==> src/rtl/frt_pkg.sv <==
package frt_pkg;
   typedef enum logic [1:0] {
      ST_RESET = 2'd0,
      ST_ACQ   = 2'd1,
      ST_TRACK = 2'd2
   } frt_state_e;
endpackage

==> src/rtl/frt_seq.sv <==
module frt_seq
   import frt_pkg::*;
#(
   parameter int FILL_W     = 10,
   parameter int SETPT      = 256,
   parameter int RST_CYCLES = 16,
   parameter int CNT_W      = 8
) (
   input  logic              clk,
   input  logic              rst_n,
   input  logic [FILL_W-1:0] fill_i,
   input  logic              full_i,
   input  logic              empty_i,
   output logic              fifo_rst_o,
   output logic              run_o,
   output logic              restart_o,
   output logic [1:0]        state_o,
   output logic [CNT_W-1:0]  restarts_o
);
   localparam int RC_W = (RST_CYCLES > 1) ? $clog2(RST_CYCLES) : 1;
   localparam logic [RC_W-1:0] RC_LAST = RC_W'(RST_CYCLES - 1);

   frt_state_e       state_q;
   logic [RC_W-1:0]  rcnt_q;
   logic [CNT_W-1:0] rsts_q;

   if (RST_CYCLES < 1) begin : g_bad_rst
      $error("RST_CYCLES must be at least 1");
   end

   always_comb begin
      restart_o = ((state_q == ST_TRACK) && (full_i || empty_i)) ||
                  ((state_q == ST_ACQ) && full_i);
   end

   always_ff @(posedge clk) begin
      if (!rst_n) begin
         state_q <= ST_RESET;
         rcnt_q  <= '0;
         rsts_q  <= '0;
      end else if (restart_o) begin
         state_q <= ST_RESET;
         rcnt_q  <= '0;
         if (rsts_q != '1) rsts_q <= rsts_q + 1'b1;
      end else begin
         case (state_q)
            ST_RESET: begin
               if (rcnt_q == RC_LAST) begin
                  state_q <= ST_ACQ;
                  rcnt_q  <= '0;
               end else begin
                  rcnt_q <= rcnt_q + 1'b1;
               end
            end
            ST_ACQ:   if (fill_i == FILL_W'(SETPT)) state_q <= ST_TRACK;
            ST_TRACK: state_q <= ST_TRACK;
            default:  state_q <= ST_RESET;
         endcase
      end
   end

   assign fifo_rst_o = (state_q == ST_RESET);
   assign run_o      = (state_q == ST_TRACK);
   assign state_o    = state_q;
   assign restarts_o = rsts_q;

   // tracking is entered only from a set-point hit during acquisition
   a_r2_enter_at_setpt: assert property (@(posedge clk) disable iff (!rst_n)
      (state_q == ST_TRACK && $past(state_q) == ST_ACQ) |-> $past(fill_i) == FILL_W'(SETPT));

   // a full or empty flag while tracking forces the reset phase
   a_r6_flag_restarts: assert property (@(posedge clk) disable iff (!rst_n)
      (state_q == ST_TRACK && (full_i || empty_i)) |=> state_q == ST_RESET);
endmodule

==> src/rtl/frt_frame_timer.sv <==
module frt_frame_timer #(
   parameter int FRAME_LEN = 2475000
) (
   input  logic clk,
   input  logic rst_n,
   input  logic run_i,
   output logic tick_o
);
   localparam int TW = $clog2(FRAME_LEN);
   localparam logic [TW-1:0] T_LAST = TW'(FRAME_LEN - 1);

   logic [TW-1:0] cnt_q;

   if (FRAME_LEN < 2) begin : g_bad_len
      $error("FRAME_LEN must be at least 2");
   end

   always_ff @(posedge clk) begin
      if (!rst_n || !run_i)   cnt_q <= '0;
      else if (cnt_q == T_LAST) cnt_q <= '0;
      else                     cnt_q <= cnt_q + 1'b1;
   end

   assign tick_o = run_i && (cnt_q == T_LAST);

   // a frame tick needs tracking to have been running the cycle before
   a_r3_tick_in_track: assert property (@(posedge clk) disable iff (!rst_n)
      tick_o |-> $past(run_i));
endmodule

==> src/rtl/frt_step_calc.sv <==
module frt_step_calc #(
   parameter int FILL_W     = 10,
   parameter int FRAC_W     = 24,
   parameter int SETPT      = 256,
   parameter int STEP_MODE  = 0,
   parameter int STEP_FIXED = 1,
   parameter int STEP_SHIFT = 0
) (
   input  logic [FILL_W-1:0] fill_i,
   input  logic [FILL_W-1:0] tol_i,
   output logic              up_o,
   output logic              dn_o,
   output logic              band_o,
   output logic [FRAC_W-1:0] step_o
);
   localparam int EW = FILL_W + 1;

   logic signed [EW-1:0] err;
   logic [FILL_W-1:0]    mag;

   if (FRAC_W <= FILL_W + STEP_SHIFT) begin : g_bad_w
      $error("FRAC_W too narrow for scaled step");
   end
   if (STEP_MODE != 0 && STEP_MODE != 1) begin : g_bad_mode
      $error("STEP_MODE must be 0 or 1");
   end

   always_comb begin
      err    = $signed({1'b0, fill_i}) - $signed(EW'(SETPT));
      mag    = err[EW-1] ? FILL_W'(-err) : FILL_W'(err);
      up_o   = !err[EW-1] && (err != '0);
      dn_o   = err[EW-1];
      band_o = (mag <= tol_i);
   end

   if (STEP_MODE == 0) begin : g_fixed
      assign step_o = FRAC_W'(STEP_FIXED);
   end else begin : g_scaled
      assign step_o = {{(FRAC_W - FILL_W){1'b0}}, mag} << STEP_SHIFT;
   end
endmodule

==> src/rtl/fill_rate_tracker.sv <==
module fill_rate_tracker #(
   parameter int DEPTH      = 512,
   parameter int FILL_W     = 10,
   parameter int FRAC_W     = 24,
   parameter int FRAME_LEN  = 2475000,
   parameter int RST_CYCLES = 16,
   parameter int STEP_MODE  = 0,
   parameter int STEP_FIXED = 1,
   parameter int STEP_SHIFT = 0,
   parameter int FRAC_INIT  = 8388608,
   parameter int CNT_W      = 8
) (
   input  logic              clk,
   input  logic              rst_n,
   input  logic [FILL_W-1:0] fill,
   input  logic              fifo_full,
   input  logic              fifo_empty,
   input  logic [FRAC_W-1:0] cfg_frac_min,
   input  logic [FRAC_W-1:0] cfg_frac_max,
   input  logic [FILL_W-1:0] cfg_tol,
   output logic              fifo_rst,
   output logic              tmg_en,
   output logic [FRAC_W-1:0] frac_word,
   output logic              frac_upd,
   output logic [1:0]        state_o,
   output logic [CNT_W-1:0]  restarts
);
   localparam int SETPT = DEPTH / 2;
   localparam int XW    = FRAC_W + 2;

   if (DEPTH < 4 || (DEPTH % 2) != 0) begin : g_bad_depth
      $error("DEPTH must be even and at least 4");
   end
   if (FILL_W < $clog2(DEPTH + 1)) begin : g_bad_fill
      $error("FILL_W cannot hold DEPTH");
   end

   logic              restart, run, tick, up, dn, band;
   logic [FRAC_W-1:0] step;
   logic [FRAC_W-1:0] frac_q, good_q, frac_d, good_d;
   logic              upd_q;
   logic signed [XW-1:0] cand;

   frt_seq #(
      .FILL_W(FILL_W), .SETPT(SETPT), .RST_CYCLES(RST_CYCLES), .CNT_W(CNT_W)
   ) u_seq (
      .clk(clk), .rst_n(rst_n), .fill_i(fill), .full_i(fifo_full),
      .empty_i(fifo_empty), .fifo_rst_o(fifo_rst), .run_o(run),
      .restart_o(restart), .state_o(state_o), .restarts_o(restarts)
   );

   frt_frame_timer #(.FRAME_LEN(FRAME_LEN)) u_timer (
      .clk(clk), .rst_n(rst_n), .run_i(run), .tick_o(tick)
   );

   frt_step_calc #(
      .FILL_W(FILL_W), .FRAC_W(FRAC_W), .SETPT(SETPT), .STEP_MODE(STEP_MODE),
      .STEP_FIXED(STEP_FIXED), .STEP_SHIFT(STEP_SHIFT)
   ) u_step (
      .fill_i(fill), .tol_i(cfg_tol), .up_o(up), .dn_o(dn),
      .band_o(band), .step_o(step)
   );

   always_comb begin
      cand = dn ? ($signed({2'b00, frac_q}) - $signed({2'b00, step}))
                : ($signed({2'b00, frac_q}) + $signed({2'b00, step}));
      if (cand < $signed({2'b00, cfg_frac_min}))
         cand = $signed({2'b00, cfg_frac_min});
      else if (cand > $signed({2'b00, cfg_frac_max}))
         cand = $signed({2'b00, cfg_frac_max});
   end

   always_comb begin
      frac_d = frac_q;
      good_d = good_q;
      if (restart) begin
         frac_d = good_q;
      end else if (tick) begin
         if (band) good_d = frac_q;
         if (up || dn) frac_d = FRAC_W'(cand);
      end
   end

   always_ff @(posedge clk) begin
      if (!rst_n) begin
         frac_q <= FRAC_W'(FRAC_INIT);
         good_q <= FRAC_W'(FRAC_INIT);
         upd_q  <= 1'b0;
      end else begin
         frac_q <= frac_d;
         good_q <= good_d;
         upd_q  <= (frac_d != frac_q);
      end
   end

   assign tmg_en    = run;
   assign frac_word = frac_q;
   assign frac_upd  = upd_q;

   // the word only moves together with its strobe
   a_r10_stable_no_upd: assert property (@(posedge clk) disable iff (!rst_n)
      !frac_upd |-> $stable(frac_word));

   // an adjusted word lies inside the configured limits
   a_r9_clamped: assert property (@(posedge clk) disable iff (!rst_n)
      (frac_upd && $past(tick) && !$past(restart)) |->
         (frac_word >= cfg_frac_min && frac_word <= cfg_frac_max));

   // a restart leaves the known-good value on the word
   a_r7_reload_good: assert property (@(posedge clk) disable iff (!rst_n)
      $past(restart) |-> frac_word == $past(good_q));

   // no word change while tracking outside a frame tick
   a_r3_no_midframe: assert property (@(posedge clk) disable iff (!rst_n)
      ($past(run) && !$past(tick) && !$past(restart)) |-> !frac_upd);
endmodule

==> config.mk <==
export PLATFORM = sky130hd
export DESIGN_NAME = fill_rate_tracker
export DESIGN_NICKNAME = d
export VERILOG_FILES = /design/src/rtl/frt_pkg.sv /design/src/rtl/frt_seq.sv /design/src/rtl/frt_frame_timer.sv /design/src/rtl/frt_step_calc.sv /design/src/rtl/fill_rate_tracker.sv
export SDC_FILE = /design/constraint.sdc
export NUM_CORES = 1
export LEC_CHECK = 0
export ABC_AREA = 1
export BUFFER_PORTS_ARGS = -buffer_cell sky130_fd_sc_hd__buf_2
export CAP_MARGIN = 40
export CORE_UTILIZATION = 58
export CTS_CLUSTER_DIAMETER = 200
export DETAILED_ROUTE_END_ITERATION = 16
export PLACE_DENSITY = 0.8
export SLEW_MARGIN = 20
export SYNTH_ARGS = -nofsm -noshare
export SYNTH_HDL_FRONTEND = slang
export SYNTH_SLANG_ARGS = --single-unit
export TNS_END_PERCENT = 50
==> constraint.sdc <==
create_clock -name clk -period 4.5 [get_ports clk]
set_clock_uncertainty 0.1 [all_clocks]
set_input_delay 0.225 -clock clk [delete_from_list [all_inputs] [get_ports clk]]
set_output_delay 0.225 -clock clk [all_outputs]
set_load 0.005 [all_outputs]
### Yosys cells after proc, flatten, opt, wreduce, memory -nomap -nowiden

Index checks and enable logic that the tools add are counted.

| storage, ports and cells | value |
|---|---|
| flip-flop bits (word level) | 85 |
| latch bits | 0 |
| RAM bits | 0 |
| ROM bits | 0 |
| input port bits | 72 |
| output and inout bits | 37 |
| word-level logic and storage cells | 57 |
| memories kept | 0 |

| cells by class | value |
|---|---|
| add/sub/neg operators | 7 |
| $mul | 0 |
| div/mod/pow operators | 0 |
| $lt $le $gt $ge | 3 |
| equality and inequality tests | 9 |
| shift-type cells | 0 |
| muxes and demuxes | 11 |
| bitwise logic cells | 2 |
| reductions and logical operators | 18 |

Operator list:

| operator | number |
|---|---|
| 24-bit two-way mux | 5 |
| 26-bit by 25-bit > comparator with 1-bit output | 1 |
| 26-bit by 25-bit less-than comparator with 1-bit output | 1 |
| 26-bit two-way mux | 1 |
| 24-bit by 1-bit adder with 25-bit output (second input constant) | 1 |
| 24-bit by 1-bit subtractor with 25-bit output (second input constant) | 1 |
| 24-bit inequality test | 1 |
| 22-bit by 1-bit adder with 22-bit output (second input constant) | 1 |
| 22-bit equality test (second input constant) | 1 |
| 11-bit nonzero test | 1 |
| 10-bit by 9-bit subtractor with 11-bit output (second input constant) | 1 |
| 10-bit by 9-bit equality test with 1-bit output (second input constant) | 1 |
| 10-bit less-or-equal comparator | 1 |
| 10-bit two-way mux | 1 |
| 10-bit negation | 1 |
| 8-bit by 1-bit adder with 8-bit output (second input constant) | 1 |
| 8-bit inequality test (second input constant) | 1 |
| 2-bit one-hot mux with 3 select lines | 1 |
| 4-bit by 1-bit adder with 4-bit output (second input constant) | 1 |
| 4-bit equality test (second input constant) | 1 |
| 1-bit logical AND | 4 |
| 1-bit logical OR | 4 |
| 2-bit two-way mux | 2 |
| 4-bit two-way mux | 1 |
| other kinds (10) | 15 |

### Depth between registers and ports, before layout

Gate-level depths: netlist of the first run.

| depth | value |
|---|---|
| word-level depth | 9 |
| depth in mapped cells | 36 |
| gate-level depth less buffers | 35 |

### Hierarchy

From an unflattened synthesis of the first run, not the netlist that was laid out.

| unflattened totals | value |
|---|---|
| cells, all modules | 1668 |
| area, all modules | 10013.4 um^2 |

Modules (own cells, without submodules):

| module | times used | cells an instance | area an instance (um^2) | seq. area each (um^2) |
|---|---|---|---|---|
| fill_rate_tracker | 1 | 1260 | 7203.2 | 980.9 |
| frt_frame_timer | 1 | 172 | 1258.7 | 440.4 |
| frt_seq | 1 | 113 | 817.0 | 280.3 |
| frt_step_calc | 1 | 123 | 734.5 | 0.0 |

### Worst setup path before layout of the first run

No wires, ideal clock.

| path | value |
|---|---|
| kind | register to register |
| start | reg frac_q[0], in the netlist frac_word[0] |
| end | reg upd_q, in the netlist frac_upd |
| setup time | 0.128 ns |
| arrival | 3.547 ns |
| data required time | 4.272 ns |
| path slack | 0.726 ns |
| stages on the path, launching flop included | 33 |
| buffers on the path | 1 |
| clock period less this slack | 3.774 ns |
| cells stage by stage | dfxtp_1 > ha_1 > nand2_1 > nor2_4 > nand2_1 > clkinv_1 > nand3_1 > o21ai_0 > xor2_1 > inv_1 > ha_1 > nand2_1 > nor2_1 > inv_1 > nor4_1 > nand2_1 > nor2_1 > nor2_4 > nand2_4 > buf_6 > nand2_1 > o21ai_1 > nand2_1 > nand3_1 > nand2_1 > nand2_1 > nand2_1 > nand2_1 > nand2_1 > nor2_1 > nand3_1 > nor2_1 > nor2_1 |

| on the way | value |
|---|---|
| cells in the longest elaborated chain, start to end | 9 |
| elaborated cells between the ends (all ways) | 11 |
| those cells by class | add/sub: 2; order compare: 2; eq/ne: 1; mux: 6 |

RTL lines:

| what | line | source |
|---|---|---|
| from (decl) | fill_rate_tracker.sv:40 | `logic [FRAC_W-1:0] frac_q, good_q, frac_d, good_d;` |
| from (signal assigned) | fill_rate_tracker.sv:86 | `frac_q <= FRAC_W'(FRAC_INIT);` |
| from (signal assigned) | fill_rate_tracker.sv:90 | `frac_q <= frac_d;` |
| 24-bit by 1-bit adder with 25-bit output or 24-bit by 1-bit subtractor with 25-bit output (tied branches) | fill_rate_tracker.sv:66, fill_rate_tracker.sv:65 |  |
| 26-bit two-way mux | fill_rate_tracker.sv:65 | `cand = dn ? ($signed({2'b00, frac_q}) - $signed({2'b00, step}))` |
| 26-bit by 25-bit > comparator with 1-bit output | fill_rate_tracker.sv:69 | `else if (cand > $signed({2'b00, cfg_frac_max}))` |
| 24-bit two-way mux | fill_rate_tracker.sv:69 |  |
| 24-bit two-way mux | fill_rate_tracker.sv:67 | `if (cand < $signed({2'b00, cfg_frac_min}))` |
| 24-bit two-way mux | fill_rate_tracker.sv:80 | `if (up \|\| dn) frac_d = FRAC_W'(cand);` |
| 24-bit two-way mux | fill_rate_tracker.sv:78 | `end else if (tick) begin` |
| 24-bit two-way mux | fill_rate_tracker.sv:76 | `if (restart) begin` |
| 24-bit inequality test * | fill_rate_tracker.sv:92 | `upd_q <= (frac_d != frac_q);` |
| to (signal assigned) | fill_rate_tracker.sv:92 |  |
| to (decl) | fill_rate_tracker.sv:41 | `logic upd_q;` |

Mark *: on every way between the ends. The rest lies on a longest branch, timed or not.
A chain may end at the register's enable or synchronous reset.

### Worst setup path after layout of the first run

| path | value |
|---|---|
| start | reg frac_q[4], in the netlist frac_word[4] |
| end | reg upd_q, in the netlist frac_upd |

The elaborated chain is that of the path after synthesis.

==> impl_metrics.tcl, run 1 <==
set metrics [dict create \
    core_area_um2 13300 \
    gp_congestion 1.03 \
    finalWorstSetupSlack_ps 280 \
    fin_area_um2 9260 \
    hold_violations 0 \
    yosys_register_bits 85 \
    route.detailed.wl_per_inst_um 14.5 \
    viasPerCell 5.49 \
    cts_max_level 3 \
    dp_slack_ps -12.5 \
    io_buffers 108 \
    peakVddDrop_v 0.000208 \
    n_antenna_cell 0 \
    layout-drive-gt1-share 0.194 \
    drv_cap 0 \
    drc 0 \
    yosysTopAreaCell "dfxtp_1" \
    status "complete, no violations" \
    powerDensity_nw_per_um2 216 \
    clk_pin_slew_ps 70 \
    synthTopCellsByArea "dfxtp_1 (21%), nand2_1 (16%), ha_1 (11%), inv_1 (8.3%), a21oi_1 (6.6%)" \
    syn-cell-area_um2 7940 \
    critPathRequiredTime_ps 4630 \
    cts_buffers 9 \
    cts_sinks 85 \
    end_kind "flop" \
    nFillCells 1198 \
    syn2layout_area_growth_pct 16.7 \
    worst_r2r_startpoint "frac_word[4]" \
    grt_pass1_wl_um 37400 \
    r2r_slack_ps 280 \
    syn_nets 1433 \
    ys.flop_type "dfxtp_1" \
    ys_seq_area_frac 0.214 \
    min-delay-path-class "in -> reg" \
    hpwl_um 17700 \
    fmax_mhz 237 \
    slew_violations 0 \
    rr_worst_depth 29 \
    grt_pass1_vias 7955 \
    finalCritPeriodShare 0.938 \
    tritoncts "yes" \
    layout_commonest_cell "nand2_1" \
    synthArstFlopShare 0 \
    min_from "fifo_full" \
    arrival_ps 4350 \
    ant_nets 0 \
    io_pins 109 \
    min_to "good_q[23]" \
    avgSynthCellArea_um2 6.14 \
    synth_edf_count 0 \
    grt_usage 0.325 \
    power_leakage_nw 4.84 \
    dp_cells 1566 \
    cts_buffer_depth 2 \
    setup-violations-final 0 \
    finalSetupTns_ps 0 \
    criticalPathCategory "reg -> reg" \
    die_area_um2 14200 \
    row_count 42 \
    drt_first_iter_violations 957 \
    synthDistinctLibCells 44 \
    placed_area_um2 8730 \
    grt_overflow 0 \
    yosysWarnings 0 \
    synthCells 1292 \
    r2r-end "frac_upd" \
    min_period_ps 4220 \
    crit_top_cell "nand2_1" \
    max_stage_delay_ps 410 \
    tightestPinTransition_ps 886 \
    grt_max_degree 47 \
    cp_slowest_cell "dfxtp_2" \
    root_buffer "clkbuf_16" \
    grt_antenna_before_repair 0 \
    die_h_um 119 \
    die_w_um 119 \
    final_cell_mix "nand2_1 (340), inv_1 (175), nor2_1 (116), buf_2 (108), a21oi_1 (102)" \
    vias 8759 \
    yosysTopAreaCellShare 0.214 \
    routed_wl_um 23100 \
    max-slew-margin-rel 0.409 \
    critPathLaunchType "flop" \
    clk_latency_ps 340 \
    drt-pass1-iter-count 5 \
    cp_max_fo 12 \
    hold_buffers 0 \
    initial_utilization 0.597 \
    stdcell_count 1594 \
    num-nets-final 1554 \
    holdPathStages 4 \
]
==> cell usage after synthesis, types with 6 or more instances <==
master	count
inv_1	176
or2_2	27
nor2_1	119
a21oi_1	104
nand2_1	343
dfxtp_1	85
buf_2	14
xnor2_1	6
o21ai_0	50
o21ai_1	13
nand3_1	103
nor2_2	11
buf_6	7
nor3_1	23
nand4_1	20
clkbuf_1	18
ha_1	69
xor2_1	38
==> logic make-up after synthesis <==
group                    after synthesis  synth area share
AND/OR/NAND/NOR                      672             0.375
buffers and inverters                232             0.121
AO/OA/AOI/OAI                        189             0.131
flip-flops                            85             0.214
adder cells (fa/ha/maj)               69             0.109
XOR/XNOR                              44            0.0486
multiplexers                           1           0.00142
==> repair_timing <==
action / CTS / global route
gates resized for setup: 1 / 44
pin swaps: 0 / 7
gates cloned: 0 / 1
setup endpoints to repair: 1 / 2
setup buffers: 0 / 11
==> where the power goes <==
part / leakage, nW / switching (mW) / internal, mW
clock: 0.140 / 0.314 / 0.433
combinational: 4.00 / 0.291 / 0.190
sequential: 0.694 / 0.0101 / 0.760
total: 4.84 / 0.615 / 1.38
==> worst max-delay path, delay by kind of cell (launching register included) <==
family | cells | cell delay, ps
AOI/OAI and AO/OA | 2 | 330
adders and majority gates | 1 | 300
and+or+nand+nor | 22 | 2460
buffers and inverters | 3 | 340
DFF | 1 | 410
xor gates and xnor gates | 1 | 150
==> cell type report <==
class,count,area [um^2],share of cell area
inverter,185,694,0.0750
clock inverter,5,60.1,0.00648
sequential,85,1730,0.186
tap,176,220,0.0238
timing repair buffer,156,925,0.0998
clock buffer,11,233,0.0251
multi-input combinational,976,5400,0.583
==> registers in the layout, summed over array words and instances (netlist names) <==
name,count
u_seq.restarts_o,8
u_seq.rcnt_q,4
u_timer.cnt_q,22
frac_upd,1
frac_word,24
good_q,24
u_seq.state_o,2
==> through the flow <==
| stage | util | power, mW | hold slack, ps |
|---|---|---|---|
| after floorplan | - | 1.11 | 318 |
| after global placement | 0.655 | 1.22 | 331 |
| after detailed placement | 0.657 | 1.23 | 339 |
| after CTS | 0.679 | 1.96 | 155 |
| after global routing | 0.697 | 2.10 | 176 |
| final | 0.697 | 2.00 | 158 |
==> metal layers <==
metal  track usage  wire, um  up-vias
met2         0.504      9850      411
met4         0.119       750        0
li1              -         -     4391
met5             0         0        -
met3        0.0426      2140       70
met1         0.458     10300     3887
==> worst max-delay path by stage <==
stage	startpoint	endpoint	slack, ps	depth (start not counted)
after floorplan	frac_word[0]	frac_upd	730	32
after global placement	frac_word[11]	frac_upd	-30	29
after detailed placement	frac_word[11]	frac_upd	-10	29
after CTS	frac_word[0]	frac_upd	120	29
after global routing	frac_word[1]	frac_upd	-70	30
final	frac_word[4]	frac_upd	280	29
Note: power is estimated with default switching activity, not from simulation.
==> inputs of run 2 (changes only) <==
--- a/config.mk
+++ b/config.mk
@@ -11,9 +11,10 @@
 export CORE_UTILIZATION = 58
 export CTS_CLUSTER_DIAMETER = 200
 export DETAILED_ROUTE_END_ITERATION = 16
-export PLACE_DENSITY = 0.8
+export PLACE_DENSITY = 0.79
 export SLEW_MARGIN = 20
 export SYNTH_ARGS = -nofsm -noshare
 export SYNTH_HDL_FRONTEND = slang
+export SYNTH_HIERARCHICAL = 1
 export SYNTH_SLANG_ARGS = --single-unit
 export TNS_END_PERCENT = 50
==> impl_metrics.tcl, run 2 <==
set metrics [dict create \
    die_area_um2 17800 \
    cp_max_fo 5 \
    cts_sinks 85 \
    end_kind "flop" \
    cp_slowest_cell "dfxtp_4" \
    final_cell_mix "nand2_1 (397), inv_1 (230), buf_4 (182), a21oi_1 (134), nor2_1 (133)" \
    holdPathStages 6 \
    num-nets-final 2128 \
    synth.most_common_cell "nand2_1" \
    route.detailed.wl_per_inst_um 16.5 \
    slew_violations 0 \
    avgSynthCellArea_um2 6.00 \
    ys_seq_area_frac 0.170 \
    grt_usage 0.378 \
    synth-simple-area-share 0.361 \
    yosysWarnings 6 \
    crit_start "frac_word[0]" \
    yosysTopAreaCell "nand2_1" \
    max_stage_delay_ps 390 \
    rr_worst_depth 38 \
    routed_wl_um 35700 \
    criticalPathCategory "reg -> reg" \
    clk_latency_ps 360 \
    setup-violations-final 1 \
    clk_pin_slew_ps 80 \
    synth-compound-area-share 0.153 \
    worst_r2r_startpoint "frac_word[0]" \
    synthArstFlopShare 0 \
    placed_area_um2 11800 \
    synth_xor_area_frac 0.0262 \
    powerDensity_nw_per_um2 560 \
    drv_cap 0 \
    muxShareOfSynthArea 0 \
    row_count 47 \
    grt_max_degree 49 \
    hold_buffers 0 \
    grt_antenna_before_repair 1 \
    die_h_um 133 \
    cts_buffer_depth 2 \
    hpwl_um 26500 \
    ys.flop_type "dfxtp_1" \
    cts_max_level 3 \
    min-delay-path-class "in -> reg" \
    io_buffers 108 \
    synth_edf_count 0 \
    synthTopCellsByArea "nand2_1 (17%), dfxtp_1 (17%), ha_1 (14%), inv_1 (9.1%), a21oi_1 (7.5%)" \
    synthDistinctLibCells 51 \
    initial_utilization 0.600 \
    yosysTopAreaCellShare 0.170 \
    layout-drive-gt1-share 0.293 \
    cts_buffers 9 \
    finalWorstSetupSlack_ps -130 \
    arrival_ps 4780 \
    synth_top_cells_by_count "nand2_1 (454), inv_1 (243), a21oi_1 (150), nor2_1 (150)" \
    synthCells 1668 \
    max-slew-margin-rel 0.500 \
    grt_pass1_vias 11000 \
    peakVddDrop_v 0.000328 \
    dp_slack_ps -462 \
    ant_nets 0 \
    finalCritPeriodShare 1.03 \
    tightestPinTransition_ps 751 \
    yosys_register_bits 85 \
    hold_violations 0 \
    die_w_um 133 \
    crit_top_cell "nand2_1" \
    rsz0062_at_grt "true" \
    drt_first_iter_violations 1119 \
    min_period_ps 4630 \
    critPathLaunchType "flop" \
    drc 0 \
    tritoncts "yes" \
    grt_overflow 0 \
    drt-pass1-iter-count 5 \
    synth_top_family_by_area "simple AND/OR/NAND/NOR gates" \
    root_buffer "clkbuf_16" \
    grt_pass1_wl_um 53400 \
    io_pins 109 \
    fmax_mhz 216 \
    vias 12200 \
    power_mw 7.42 \
    synth_fa_ha_area_frac 0.148 \
    layout_commonest_cell "nand2_1" \
    top_regs "frac_word: 24 flops, good_q: 24 flops, u_timer/cnt_q: 22 flops" \
    critPathRequiredTime_ps 4650 \
    failed_checks "negative setup slack" \
    gp_congestion 0.955 \
    core_area_um2 16700 \
    fin_area_um2 13300 \
    viasPerCell 5.62 \
    syn-cell-area_um2 10000 \
    status "finished with violations" \
    syn2layout_area_growth_pct 32.4 \
    min_from "fill[0]" \
    power_leakage_nw 6.59 \
]
[run 2: cell count changes after synthesis, sizes merged, moves of 15 or more]
cell / delta
buf: +20
nand2: +117
xor2: -15
ha: +46
or2: -24
a21oi: +53
inv: +72
nor2: +41
o21ai: +23
[run 2: per-stage QoR]
step | setup TNS, ps | hold WS [ps] | utilization | instances
final | -130 | 290 | 0.794 | 2165
after global routing | -374 | 311 | 0.794 | 2164
after CTS | 0 | 281 | 0.755 | 2152
after detailed placement | -462 | 345 | 0.709 | 2127
after global placement | -373 | 339 | 0.708 | 2126
after floorplan | 0 | 245 | - | 1690
[run 2: kinds of logic after synthesis]
group / after synthesis
other: 2
and+or+nand+nor: 830
xor gates and xnor gates: 30
DFF: 85
buffers and inverters: 323
AOI/OAI and AO/OA: 281
adders and majority gates: 117
[run 2: final timing paths]
| check | slack, ps | end |
|---|---|---|
| setup / recovery | -130 | frac_upd |
| hold / removal | 290 | u_seq/state_o[0] |
| setup reg to reg | -130 | frac_upd |
| hold reg to reg | 360 | good_q[21] |
[run 2: cell type report]
cell class / instances / area (um^2)
fillers: 1282 / 3440
multi-input cells: 1283 / 7880
diodes: 1 / 2.50
repair buffers: 306 / 2120
inverters: 254 / 963
clock inverters: 7 / 80.1
flip-flops and latches: 85 / 1720
clock buffers: 9 / 225
well taps: 220 / 275
[run 2: critical path, delay by kind of cell (launching register included)]
family          cells  cell delay, ps
simple gates       27            2470
xor+xnor            1             120
fa+ha+maj           3             640
buf+inv             5             440
flops               1             390
compound gates      2             380
[run 2: layer usage]
metal	vias up	global-route usage	routed length, um
li1	5849	-	-
met1	5567	0.515	15600
met2	643	0.610	15900
met3	118	0.0624	3110
met4	0	0.112	1070
met5	-	0	0
[run 2: power by group]
part	switching [mW]	leakage (nW)	internal [mW]
registers	0.106	0.692	0.858
logic	3.25	5.75	2.42
clock network	0.389	0.146	0.395
[run 2: repair_timing]
| item | in CTS | in global routing |
|---|---|---|
| gates cloned | 2 | 0 |
| resized for setup | 99 | 141 |
| pin swaps | 32 | 57 |
| endpoints found under the setup margin | 2 | 22 |
| setup buffers | 8 | 12 |
